`src/rtl/can_bt_pkg.sv`:
```
package can_bt_pkg;
  typedef enum logic [1:0] {
    SEG_SYNC = 2'd0,
    SEG_PH1  = 2'd1,
    SEG_PH2  = 2'd2
  } seg_e;
endpackage

```
`src/rtl/can_tq_prescaler.sv`:
```
module can_tq_prescaler #(
  parameter int BRP_W = 6
) (
  input  logic             clk,
  input  logic             rst,
  input  logic             hold,
  input  logic [BRP_W-1:0] brp,
  output logic             adv,
  output logic             tq_tick
);
  logic [BRP_W-1:0] div_cnt;

  assign adv = !hold && (div_cnt == brp);

  always_ff @(posedge clk) begin
    if (rst || hold) begin
      div_cnt <= '0;
      tq_tick <= 1'b0;
    end else begin
      tq_tick <= adv;
      div_cnt <= adv ? '0 : div_cnt + 1'b1;
    end
  end


  hold_quiet_chk: assert property (@(posedge clk) disable iff (rst)
    hold |=> !tq_tick);
endmodule

```
`src/rtl/can_resync_limiter.sv`:
```
module can_resync_limiter #(
  parameter int RJW_W = 2,
  parameter int ERR_W = 5,
  localparam int ADJ_W = RJW_W + 1
) (
  input  logic                    clk,
  input  logic                    rst,
  input  logic                    hold,
  input  logic [RJW_W-1:0]        rjw,
  input  logic                    req,
  input  logic signed [ERR_W-1:0] err,
  input  logic                    in_ph2,
  input  logic                    bit_done,
  output logic [ADJ_W-1:0]        ext,
  output logic [ADJ_W-1:0]        shrt
);
  logic             used;
  logic [ADJ_W-1:0] lim;
  logic [ERR_W-1:0] mag;
  logic [ADJ_W-1:0] capped;
  logic             neg;

  assign lim    = ADJ_W'(rjw) + 1'b1;
  assign neg    = err[ERR_W-1];
  assign mag    = neg ? ERR_W'(-err) : ERR_W'(err);
  assign capped = (mag > ERR_W'(lim)) ? lim : mag[ADJ_W-1:0];

  always_ff @(posedge clk) begin
    if (rst || hold || bit_done) begin
      used <= 1'b0;
      ext  <= '0;
      shrt <= '0;
    end else if (req && !used && (err != '0)) begin
      if (neg) begin
        shrt <= capped;
        used <= 1'b1;
      end else if (!in_ph2) begin
        ext  <= capped;
        used <= 1'b1;
      end
    end
  end


  ext_cap_chk: assert property (@(posedge clk) disable iff (rst)
    ext <= lim);

  shrt_cap_chk: assert property (@(posedge clk) disable iff (rst)
    shrt <= lim);
endmodule

```
`src/rtl/can_seg_sequencer.sv`:
```
module can_seg_sequencer
  import can_bt_pkg::*;
#(
  parameter int BS1_W = 4,
  parameter int BS2_W = 3,
  parameter int ADJ_W = 3,
  localparam int MAXW = (BS1_W > BS2_W) ? BS1_W : BS2_W,
  localparam int QW   = MAXW + ADJ_W
) (
  input  logic             clk,
  input  logic             rst,
  input  logic             hold,
  input  logic             adv,
  input  logic [BS1_W-1:0] bs1,
  input  logic [BS2_W-1:0] bs2,
  input  logic [ADJ_W-1:0] ext,
  input  logic [ADJ_W-1:0] shrt,
  output logic             in_ph2,
  output logic             bit_done,
  output logic             sample_tick,
  output logic             bit_tick
);
  seg_e          st;
  logic [QW-1:0] qcnt;
  logic [QW-1:0] ph1_last;
  logic          ph1_done;

  assign ph1_last = QW'(bs1) + QW'(ext);
  assign ph1_done = adv && (st == SEG_PH1) && (qcnt >= ph1_last);
  assign bit_done = adv && (st == SEG_PH2) && ((qcnt + QW'(shrt)) >= QW'(bs2));
  assign in_ph2   = (st == SEG_PH2);

  always_ff @(posedge clk) begin
    if (rst || hold) begin
      st          <= SEG_SYNC;
      qcnt        <= '0;
      sample_tick <= 1'b0;
      bit_tick    <= 1'b0;
    end else begin
      sample_tick <= ph1_done;
      bit_tick    <= bit_done;
      if (adv) begin
        case (st)
          SEG_SYNC: begin
            st   <= SEG_PH1;
            qcnt <= '0;
          end
          SEG_PH1: begin
            if (ph1_done) begin
              st   <= SEG_PH2;
              qcnt <= '0;
            end else begin
              qcnt <= qcnt + 1'b1;
            end
          end
          SEG_PH2: begin
            if (bit_done) begin
              st   <= SEG_SYNC;
              qcnt <= '0;
            end else begin
              qcnt <= qcnt + 1'b1;
            end
          end
          default: begin
            st   <= SEG_SYNC;
            qcnt <= '0;
          end
        endcase
      end
    end
  end


  tick_excl_chk: assert property (@(posedge clk) disable iff (rst)
    !(sample_tick && bit_tick));

  bit_gap_chk: assert property (@(posedge clk) disable iff (rst)
    bit_tick |=> !bit_tick);
endmodule

```
`src/rtl/can_bit_timer.sv`:
```
module can_bit_timer #(
  parameter int BRP_W = 6,
  parameter int RJW_W = 2,
  parameter int BS1_W = 4,
  parameter int BS2_W = 3,
  parameter int ERR_W = 5,
  localparam int CFG_W = RJW_W + BRP_W,
  localparam int ADJ_W = RJW_W + 1
) (
  input  logic                    clk,
  input  logic                    rst,
  input  logic                    standby,
  input  logic                    cfg_we,
  input  logic                    cfg_sel,
  input  logic [CFG_W-1:0]        cfg_wdata,
  input  logic                    resync_req,
  input  logic signed [ERR_W-1:0] resync_err,
  output logic                    tq_tick,
  output logic                    sample_tick,
  output logic                    bit_tick
);
  logic [CFG_W-1:0]         presc_q;
  logic [BS1_W+BS2_W-1:0]   seg_q;
  logic                     adv;
  logic                     in_ph2;
  logic                     bit_done;
  logic [ADJ_W-1:0]         ext;
  logic [ADJ_W-1:0]         shrt;

  always_ff @(posedge clk) begin
    if (rst) begin
      presc_q <= '0;
      seg_q   <= '0;
    end else if (cfg_we && standby) begin
      if (cfg_sel) seg_q   <= cfg_wdata[BS1_W+BS2_W-1:0];
      else         presc_q <= cfg_wdata;
    end
  end

  can_tq_prescaler #(.BRP_W(BRP_W)) u_presc (
    .clk(clk), .rst(rst), .hold(standby),
    .brp(presc_q[BRP_W-1:0]), .adv(adv), .tq_tick(tq_tick)
  );

  can_resync_limiter #(.RJW_W(RJW_W), .ERR_W(ERR_W)) u_lim (
    .clk(clk), .rst(rst), .hold(standby),
    .rjw(presc_q[CFG_W-1:BRP_W]), .req(resync_req), .err(resync_err),
    .in_ph2(in_ph2), .bit_done(bit_done), .ext(ext), .shrt(shrt)
  );

  can_seg_sequencer #(.BS1_W(BS1_W), .BS2_W(BS2_W), .ADJ_W(ADJ_W)) u_seq (
    .clk(clk), .rst(rst), .hold(standby), .adv(adv),
    .bs1(seg_q[BS1_W-1:0]), .bs2(seg_q[BS1_W+BS2_W-1:BS1_W]),
    .ext(ext), .shrt(shrt), .in_ph2(in_ph2), .bit_done(bit_done),
    .sample_tick(sample_tick), .bit_tick(bit_tick)
  );


  locked_cfg_chk: assert property (@(posedge clk) disable iff (rst)
    (cfg_we && !standby) |=> ($stable(presc_q) && $stable(seg_q)));

  bit_on_tq_chk: assert property (@(posedge clk) disable iff (rst)
    bit_tick |-> tq_tick);
endmodule

```
`config.mk`:
```
export PLATFORM = sky130hd
export DESIGN_NAME = can_bit_timer
export DESIGN_NICKNAME = d
export VERILOG_FILES = /design/src/rtl/can_bt_pkg.sv /design/src/rtl/can_tq_prescaler.sv /design/src/rtl/can_resync_limiter.sv /design/src/rtl/can_seg_sequencer.sv /design/src/rtl/can_bit_timer.sv
export SDC_FILE = /design/constraint.sdc
export NUM_CORES = 1
export LEC_CHECK = 0
export ABC_AREA = 0
export BUFFER_PORTS_ARGS = -buffer_cell sky130_fd_sc_hd__buf_4
export CORE_UTILIZATION = 30
export DETAILED_ROUTE_END_ITERATION = 8
export SYNTH_ARGS = -nofsm -noshare
export SYNTH_HDL_FRONTEND = slang
export SYNTH_SLANG_ARGS = --single-unit
export TNS_END_PERCENT = 20
```
`constraint.sdc`:
```
create_clock -name clk -period 3.1 [get_ports clk]
set_input_delay 0.465 -clock clk [delete_from_list [all_inputs] [get_ports clk]]
set_output_delay 0.465 -clock clk [all_outputs]
set_load 0.05 [all_outputs]
```
=== After elaboration in Yosys (flattened, before gate mapping) ===
Index checks and enable logic that the tools add are counted.

* Bits in registers: 40
* Input port bits: 19
* Output and inout port bits: 3

* Add/subtract/negate cells: 6
* $lt $le $gt $ge: 3
* Equality and inequality tests: 6
* Multiplexer cells: 10
* Bitwise logic cells: 3
* Reductions and logical operators: 21

{| class="wikitable"
|+ Operator list
! kind !! number
|-
| 7-bit two-way mux || 2
|-
| 7-bit case mux with 2 select lines || 1
|-
| 1-bit logical AND || 8
|-
| 2-bit AND reduction || 4
|-
| 7-bit by 1-bit adder with 7-bit output (second input constant) || 1
|-
| 7-bit by 3-bit adder with 7-bit output || 1
|-
| 7-bit by 3-bit >= comparator with 1-bit output || 1
|-
| 7-bit >= comparator || 1
|-
| 6-bit by 1-bit adder with 6-bit output (second input constant) || 1
|-
| 6-bit equality test || 1
|-
| 2-bit case mux with 3 select lines || 1
|-
| 3-bit AND reduction || 2
|-
| 4-bit by 3-bit adder with 5-bit output || 1
|-
| 5-bit by 3-bit greater-than comparator with 1-bit output || 1
|-
| 5-bit two-way mux || 1
|-
| 5-bit negation || 1
|-
| 5-bit nonzero test || 1
|-
| 2-bit two-way mux || 2
|-
| 2-bit != test (second input constant) || 2
|-
| 2-bit by 1-bit adder with 3-bit output (second input constant) || 1
|-
| 3-bit two-way mux || 1
|-
| 1-bit NOT || 3
|-
| 2-bit by 1-bit equality test with 1-bit output (second input constant) || 1
|-
| 2-bit equality test (second input constant) || 1
|-
| other kinds (6) || 9
|}

=== Logic depth before layout (Yosys ltp) ===
Gate-level depths: netlist of run 1.

* Depth after elaboration: 6
* Mapped depth: 12

=== Hierarchy ===
A second synthesis of run 1 with hierarchy kept.

* Cells, all modules: 277
* Area, all modules: 2561.2 µm²

{| class="wikitable"
|+ By module, submodules not included
! module !! instances !! cells an instance !! area an instance (µm²) !! seq. area each (µm²)
|-
| can_seg_sequencer || 1 || 120 || 1069.8 || 220.2
|-
| can_bit_timer || 1 || 61 || 648.1 || 300.3
|-
| can_resync_limiter || 1 || 58 || 456.7 || 140.1
|-
| can_tq_prescaler || 1 || 38 || 386.6 || 140.1
|}

=== Least setup slack after synthesis of run 1 ===
No wires, ideal clock.

* Kind: register to register
* Start: reg u_seq.qcnt[0]
* End: reg u_seq.st[1]
* Library setup time: 0.070 ns
* Arrival time: 2.416 ns
* Data required time: 3.030 ns
* Slack: 0.614 ns
* Stages on the path, launching flop included: 13
* Period minus slack after synthesis: 2.486 ns
* Path through: dfxtp_1 > ha_1 > inv_1 > fa_1 > xnor2_1 > ha_1 > o21ai_0 > a21oi_1 > nor3_1 > and3_1 > buf_6 > or3b_1 > a21oi_1

* Word-level cells in the longest chain between the ends: 5

{| class="wikitable"
|+ RTL lines
! element !! line !! source
|-
| start: declaration || can_seg_sequencer.sv:24 || <nowiki>logic [QW-1:0] qcnt;</nowiki>
|-
| start signal: assignment || can_seg_sequencer.sv:53 || <nowiki>qcnt <= qcnt + 1'b1;</nowiki>
|-
| start signal: assignment || can_seg_sequencer.sv:61 || <nowiki>qcnt <= qcnt + 1'b1;</nowiki>
|-
| 7-bit by 3-bit adder with 7-bit output || can_seg_sequencer.sv:30 || <nowiki>assign bit_done = adv && (st == SEG_PH2) && ((qcnt + QW'(shrt)) >= QW'(bs2));</nowiki>
|-
| 7-bit by 3-bit >= comparator with 1-bit output || can_seg_sequencer.sv:30 ||
|-
| 1-bit logical AND || can_seg_sequencer.sv:30 ||
|-
| 2-bit != test (no line) || - ||
|-
| 3-bit AND reduction (no line) * || - ||
|-
| end signal: assignment || can_seg_sequencer.sv:35 || <nowiki>st <= SEG_SYNC;</nowiki>
|-
| end signal: assignment || can_seg_sequencer.sv:45 || <nowiki>st <= SEG_PH1;</nowiki>
|-
| end signal: assignment || can_seg_sequencer.sv:50 || <nowiki>st <= SEG_PH2;</nowiki>
|-
| end: declaration || can_seg_sequencer.sv:23 || <nowiki>seg_e st;</nowiki>
|}

Mark *: on every way between the ends. The rest lies on a longest branch, timed or not.
A chain may end at the register's enable or synchronous reset.

=== Final worst setup path of run 1 ===
* Start: reg seg_q[0]
* End: reg u_seq.qcnt[6]

* Word-level cells in the longest chain between the ends: 5

{| class="wikitable"
|+ RTL lines
! element !! line !! source
|-
| start: declaration || can_bit_timer.sv:23 || <nowiki>logic [BS1_W+BS2_W-1:0] seg_q;</nowiki>
|-
| start signal: assignment || can_bit_timer.sv:35 || <nowiki>if (cfg_sel) seg_q <= cfg_wdata[BS1_W+BS2_W-1:0];</nowiki>
|-
| 4-bit by 3-bit adder with 5-bit output || can_seg_sequencer.sv:28 || <nowiki>assign ph1_last = QW'(bs1) + QW'(ext);</nowiki>
|-
| 7-bit >= comparator || can_seg_sequencer.sv:29 || <nowiki>assign ph1_done = adv && (st == SEG_PH1) && (qcnt >= ph1_last);</nowiki>
|-
| 1-bit logical AND || can_seg_sequencer.sv:29 ||
|-
| 7-bit two-way mux || can_seg_sequencer.sv:49 || <nowiki>if (ph1_done) begin</nowiki>
|-
| 7-bit case mux with 2 select lines || can_seg_sequencer.sv:43 || <nowiki>case (st)</nowiki>
|}

Every way passes these cells.

==> impl_metrics.env, run 1 <==
export IMPL_status="completed"
export IMPL_drv_slew=0
export IMPL_synth_top_area_share_pct=34.02
export IMPL_startpoint="seg_q[0]"
export IMPL_grt_start_max_net_pins=20
export IMPL_gp_congestion=0.8210
export IMPL_nNetsFinal=330
export IMPL_cts_tree="done"
export IMPL_final_common_cell="dfxtp_1"
export IMPL_reg2regPathDepth=10
export IMPL_viasPerCell=4.823
export IMPL_hold_path_cell_count=3
export IMPL_fp_dieW_um=90.57
export IMPL_num_rows=31
export IMPL_n_antenna_cell=0
export IMPL_antenna_found_initial=0
export IMPL_numPlacedInstances=377
export IMPL_clk_pin_slew_ns=0.08
export IMPL_holdBufCountCts=0
export IMPL_layout_min_cycle_time_ns=2.852
export IMPL_die_h_um=90.57
export IMPL_max_clock_freq_mhz=350.6
export IMPL_utilization_pct=36.56
export IMPL_syn2layout_area_growth_pct=15.10
export IMPL_fin_crit_sh_pct=92.00
export IMPL_ys_warn_count=0
export IMPL_synth_top_cells_by_area="dfxtp_1, ha_1, mux2i_1"
export IMPL_drt_total_wl_um=4736
export IMPL_relSlewSlack_pct=62.21
export IMPL_root_buffer="clkbuf_8"
export IMPL_grt_ovfl_total=0
export IMPL_yosysSeqAreaShare_pct=34.02
export IMPL_post_cts_buffers=0
export IMPL_synth_edf_count=0
export IMPL_min_path_type="input pin to register"
export IMPL_cts_repair_resized=0
export IMPL_reg2reg_slack_ns=0.25
export IMPL_critPathCapture="u_seq.qcnt[6]"
export IMPL_io_pins=22
export IMPL_pre_cts_ws_ns=0.2520
export IMPL_seqCellArea_sq_um=800.8
export IMPL_worst_slew_pin_slew_ns=0.5625
export IMPL_routedWlPerCell_um=12.30
export IMPL_first_pass_iters=6
export IMPL_grt_pass1_vias=1701
export IMPL_finalHoldViolations=0
export IMPL_synth_ff_type="dfxtp_1"
export IMPL_ys_ff_latch=40
export IMPL_synthDistinctLibCells=49
export IMPL_worstPathArrival_ns=3.09
export IMPL_synth_avg_cell_area_sq_um=8.848
export IMPL_grtUsageTotal_pct=12.30
export IMPL_required_ns=3.34
export IMPL_drtIter0Drc=107
export IMPL_synth_top_cell_by_area="dfxtp_1"
export IMPL_antenna_left=0
export IMPL_multi_input_area_sq_um=1423
export IMPL_cts_max_level=2
export IMPL_insertion_delay_ns=0.30
export IMPL_r2r_start="seg_q[0]"
export IMPL_max_cap_viol_count=0
export IMPL_skew_ns=0.002861
export IMPL_dp_hpwl_um=3656
export IMPL_grt_pass1_wl_um=8100
export IMPL_synth_async_reset_ratio_pct=0
export IMPL_layout_common_cells="dfxtp_1, nor2_1, ha_1"
export IMPL_netlist_instances=266
export IMPL_core_area_sq_um=7408
export IMPL_nFillCells=744
export IMPL_start_kind="register"
export IMPL_final_cells=385
export IMPL_setup_tns_ns=0
export IMPL_setup_violations=0
export IMPL_vias=1857
export IMPL_clock_sinks=40
export IMPL_initial_core_util_pct=31.77
export IMPL_drive_gt1_share_pct=12.94
export IMPL_rsz0062_at_grt="no"
export IMPL_numCtsBuffers=5
export IMPL_die_area_sq_um=8203
export IMPL_drc=0
export IMPL_final_area_sq_um=2709
export IMPL_syn_area_sq_um=2354
export IMPL_postPlaceCellArea_sq_um=2587
export IMPL_reg2reg_to="u_seq.qcnt[6]"
export IMPL_path_class="register to register"
export IMPL_ir_drop_v=0.0003055
export IMPL_cts_buffer_depth=2
export IMPL_layout_setup_ws_ns=0.2479
export IMPL_synth_nets=311
export IMPL_cp_max_fo=8
export IMPL_io_buffers=21
export IMPL_p_per_area_nw_per_um2=422.0
export IMPL_worst_setup_path_end_kind="register"
export IMPL_p_leak_nw=1.225
[cell type report]
| cell class | instances | area share (%) |
|---|---|---|
| clock buffers | 6 | 3.048 |
| clock inverters | 2 | 1.432 |
| inverters | 20 | 2.771 |
| multi-input cells | 196 | 52.52 |
| flip-flops and latches | 40 | 29.56 |
| repair buffers | 22 | 6.097 |
| well taps | 99 | 4.573 |
[worst max-delay path: stages (launching register included)]
cell and delay [ns]:
dfxtp_1 0.33, ha_1 0.23, fa_1 0.40, a21o_1 0.18
nand2_1 0.06, ha_1 0.23, a2111oi_0 0.35, o21ai_1 0.19
nor2_1 0.44, o221ai_1 0.20, a21boi_1 0.15
[report_power, final]
part	switching, mW	internal, mW
clock network	0.197	0.263
registers	0.00968	0.526
logic	0.0819	0.0654
total	0.288	0.855
[flip-flops by register name, indices dropped and copies added (netlist names), 2 cells and up]
signal	flops
presc_q	8
seg_q	7
u_lim.ext	3
u_lim.shrt	3
u_presc.div_cnt	6
u_seq.qcnt	7
u_seq.st	2
[layer usage]
metal,share of wire (%),up-vias,global-route usage [%],wire [um]
li1,-,963,-,-
met1,52,856,16.61,2469
met2,43,32,19.32,2013
met3,4.0,6,2.694,190
met4,1.3,0,4.032,62
met5,0,-,0,0
[logic make-up (layout without fill, tap and decap cells)]
logic type               after synthesis  in the layout  share of synthesized area (%)
AO/OA/AOI/OAI                         46             46                          14.30
flip-flops                            40             40                          34.02
AND/OR/NAND/NOR                       94             94                          19.72
adder cells (fa/ha/maj)               26             26                          14.46
buffers and inverters                 30             50                          5.528
multiplexers                          15             15                          6.379
XOR/XNOR                              15             15                          5.582
[Yosys cell counts, types with 5 or more instances]
cell	number
inv_1	19
nor2_1	31
xnor2_1	9
ha_1	24
nand2_1	18
dfxtp_1	40
a31oi_1	5
mux2i_1	15
clkbuf_1	6
nand2b_1	8
xor2_1	6
nand3_1	10
a21oi_1	7
[worst min path at each step]
stage                       startpoint            endpoint  slack [ns]
floorplan                u_lim.shrt[2]       u_lim.shrt[2]        0.44
global placement    u_presc.div_cnt[0]  u_presc.div_cnt[0]        0.46
detailed placement       u_lim.shrt[2]       u_lim.shrt[2]        0.47
CTS                       cfg_wdata[7]          presc_q[7]        0.40
global route              cfg_wdata[2]          presc_q[2]        0.40
finish                    cfg_wdata[7]          presc_q[7]        0.40
[stage by stage]
stage | hold WS [ns] | total power [mW]
3_5_place_dp | 0.4711 | 0.6956
3_3_place_gp | 0.4639 | 0.6929
2_1_floorplan | 0.4406 | 0.6512
4_1_cts | 0.4026 | 1.151
5_1_grt | 0.4045 | 1.192
6_report | 0.3998 | 1.143
Note: power is estimated with default switching activity, not from simulation.
==> inputs of run 2 (changes only) <==
- RECOVER_POWER: unset -> 50
- SYNTH_HIERARCHICAL: unset -> 1
==> impl_metrics.env, run 2 <==
export IMPL_status="completed"
export IMPL_dp_hpwl_um=4308
export IMPL_antenna_left=0
export IMPL_layout_common_cells="dfxtp_1, nand2b_1, ha_1"
export IMPL_netlist_instances=277
export IMPL_die_area_sq_um=8910
export IMPL_rsz0062_at_grt="no"
export IMPL_reg2reg_to="u_lim/shrt[1]"
export IMPL_synth_top_area_share_pct=31.27
export IMPL_reg2regPathDepth=13
export IMPL_largest_register="presc_q"
export IMPL_synth_most_common_cell="dfxtp_1"
export IMPL_drive_gt1_share_pct=15.33
export IMPL_final_common_cell="dfxtp_1"
export IMPL_drtIter0Drc=102
export IMPL_ys_warn_count=6
export IMPL_layout_min_cycle_time_ns=2.919
export IMPL_max_cap_viol_count=0
export IMPL_n_antenna_cell=0
export IMPL_die_h_um=94.40
export IMPL_gp_congestion=0.8357
export IMPL_worst_setup_path_end_kind="register"
export IMPL_initial_core_util_pct=31.02
export IMPL_path_class="register to register"
export IMPL_max_clock_freq_mhz=342.6
export IMPL_grt_pass1_vias=2055
export IMPL_antenna_found_initial=0
export IMPL_reg2reg_slack_ns=0.18
export IMPL_synth_top_cell_by_area="dfxtp_1"
export IMPL_ir_drop_v=0.0001529
export IMPL_synth_edf_count=0
export IMPL_synth_nets=322
export IMPL_viasPerCell=5.091
export IMPL_ys_ff_latch=40
export IMPL_clock_sinks=40
export IMPL_grt_pass1_wl_um=9653
export IMPL_syn_area_sq_um=2561
export IMPL_crit_buf_inv=2
export IMPL_grt_start_max_net_pins=30
export IMPL_vias=2062
export IMPL_synth_common_cells="dfxtp_1, nand2b_1, ha_1, nand2_1"
export IMPL_io_pins=22
export IMPL_holdBufCountCts=0
export IMPL_critPathMaxStageDelay_ns=0.47
export IMPL_relSlewSlack_pct=56.11
export IMPL_first_pass_iters=4
export IMPL_crit_slowest_cell="fa_1"
export IMPL_synth_async_reset_ratio_pct=0
export IMPL_numPlacedInstances=397
export IMPL_grtUsageTotal_pct=13.82
export IMPL_cp_max_fo=4
export IMPL_finalHoldViolations=0
export IMPL_r2r_start="u_lim/shrt[0]"
export IMPL_hold_path_cell_count=3
export IMPL_min_from="resync_req"
export IMPL_insertion_delay_ns=0.29
export IMPL_drv_slew=0
export IMPL_fin_crit_sh_pct=94.16
export IMPL_yosysSeqAreaShare_pct=31.27
export IMPL_synthDistinctLibCells=58
export IMPL_grt_ovfl_total=0
export IMPL_setup_tns_ns=0
export IMPL_io_buffers=21
export IMPL_largestRegisters="presc_q: 8 flops, seg_q: 7 flops, u_seq/qcnt: 7 flops"
export IMPL_utilization_pct=35.53
export IMPL_numCtsBuffers=5
export IMPL_p_per_area_nw_per_um2=393.0
export IMPL_cp_num_cells=13
export IMPL_hold_slack_ns=0.4336
export IMPL_synth_avg_cell_area_sq_um=9.246
export IMPL_final_cells=405
export IMPL_synth_top_cells_by_area="dfxtp_1, ha_1, mux2i_1"
export IMPL_power_total_mw=1.153
export IMPL_crit_chain="ha_1 > inv_1 > fa_1 > inv_1 > ha_1 > a21o_2 > a221o_2 > a21oi_4 > nor2_1 > or3_4 > nor2_2 > nand2_1 > o21ai_1"
export IMPL_num_rows=33
export IMPL_worst_slew_pin_slew_ns=0.6560
export IMPL_start_kind="register"
export IMPL_cp_top_family="adder cells"
export IMPL_worstPathArrival_ns=3.14
export IMPL_fp_dieW_um=94.40
export IMPL_p_leak_nw=1.233
export IMPL_root_buffer="clkbuf_8"
export IMPL_hold_end="u_lim/used"
export IMPL_nNetsFinal=344
export IMPL_largest_reg_flops=8
export IMPL_clk_pin_slew_ns=0.08
export IMPL_syn2layout_area_growth_pct=14.56
export IMPL_required_ns=3.33
export IMPL_drt_total_wl_um=5544
export IMPL_core_area_sq_um=8258
export IMPL_drc=0
export IMPL_cts_tree="done"
export IMPL_skew_ns=0.009020
export IMPL_setup_violations=0
export IMPL_synth_ff_type="dfxtp_1"
export IMPL_routedWlPerCell_um=13.69
export IMPL_startpoint="u_lim/shrt[0]"
export IMPL_cts_buffer_depth=2
export IMPL_min_path_type="input pin to register"
export IMPL_cts_max_level=2
==> run 2: repair_timing <==
item,in CTS,in global routing
setup endpoints to repair,0,6
gates resized for setup,0,6
buffers inserted,0,0
==> run 2: worst reg2reg max path, stage by stage, from the launching register on <==
cell and delay (ns):
dfxtp_1 0.36, ha_1 0.17, inv_1 0.05, fa_1 0.47
inv_1 0.04, ha_1 0.26, a21o_2 0.19, a221o_2 0.43
a21oi_4 0.16, nor2_1 0.08, or3_4 0.36, nor2_2 0.16
nand2_1 0.06, o21ai_1 0.06
==> run 2: layout make-up <==
class,count,area [sq um]
multi-input cells,210,1658
fillers,876,5324
clock inverters,2,38.79
flip-flops and latches,40,802.0
inverters,19,71.32
well taps,105,131.4
repair buffers,23,150.1
clock buffers,6,82.58
==> run 2: worst max-delay path by stage <==
| stage | to | slack (ns) |
|---|---|---|
| after global placement | u_lim/ext[1] | 0.16 |
| after detailed placement | u_lim/ext[0] | 0.07 |
| after CTS | u_lim/ext[0] | 0.06 |
| after floorplan | u_lim/ext[1] | 0.30 |
| final | u_lim/shrt[1] | 0.18 |
| after global routing | u_lim/shrt[1] | 0.02 |
==> run 2: stage by stage <==
step	area [sq um]	setup WS, ns
after floorplan	2561	0.2973
after global placement	2813	0.1649
after detailed placement	2813	0.06678
after CTS	2934	0.06207
after global routing	2934	0.02269
final	2934	0.1811
==> run 2: layer usage <==
metal / part of all wire (%) / GRT usage, % / up-vias
li1: - / - / 1038
met1: 47 / 18.45 / 984
met2: 48 / 22.52 / 34
met3: 3.3 / 2.174 / 6
met4: 1.5 / 4.744 / 0
met5: 0 / 0 / -
==> run 2: kinds of logic after synthesis <==
group / count (synthesis) / share of synthesized area (%)
XOR/XNOR: 13 / 4.446
flip-flops: 40 / 31.27
buffers and inverters: 27 / 4.836
AO/OA/AOI/OAI: 59 / 17.34
adder cells (fa/ha/maj): 26 / 13.29
AND/OR/NAND/NOR: 93 / 21.40
multiplexers: 19 / 7.425
==> run 2: power by group <==
group | internal, mW | total [mW] | switching (mW)
clock network | 0.263 | 0.455 | 0.191
logic | 0.0718 | 0.163 | 0.0910
registers | 0.526 | 0.536 | 0.00999
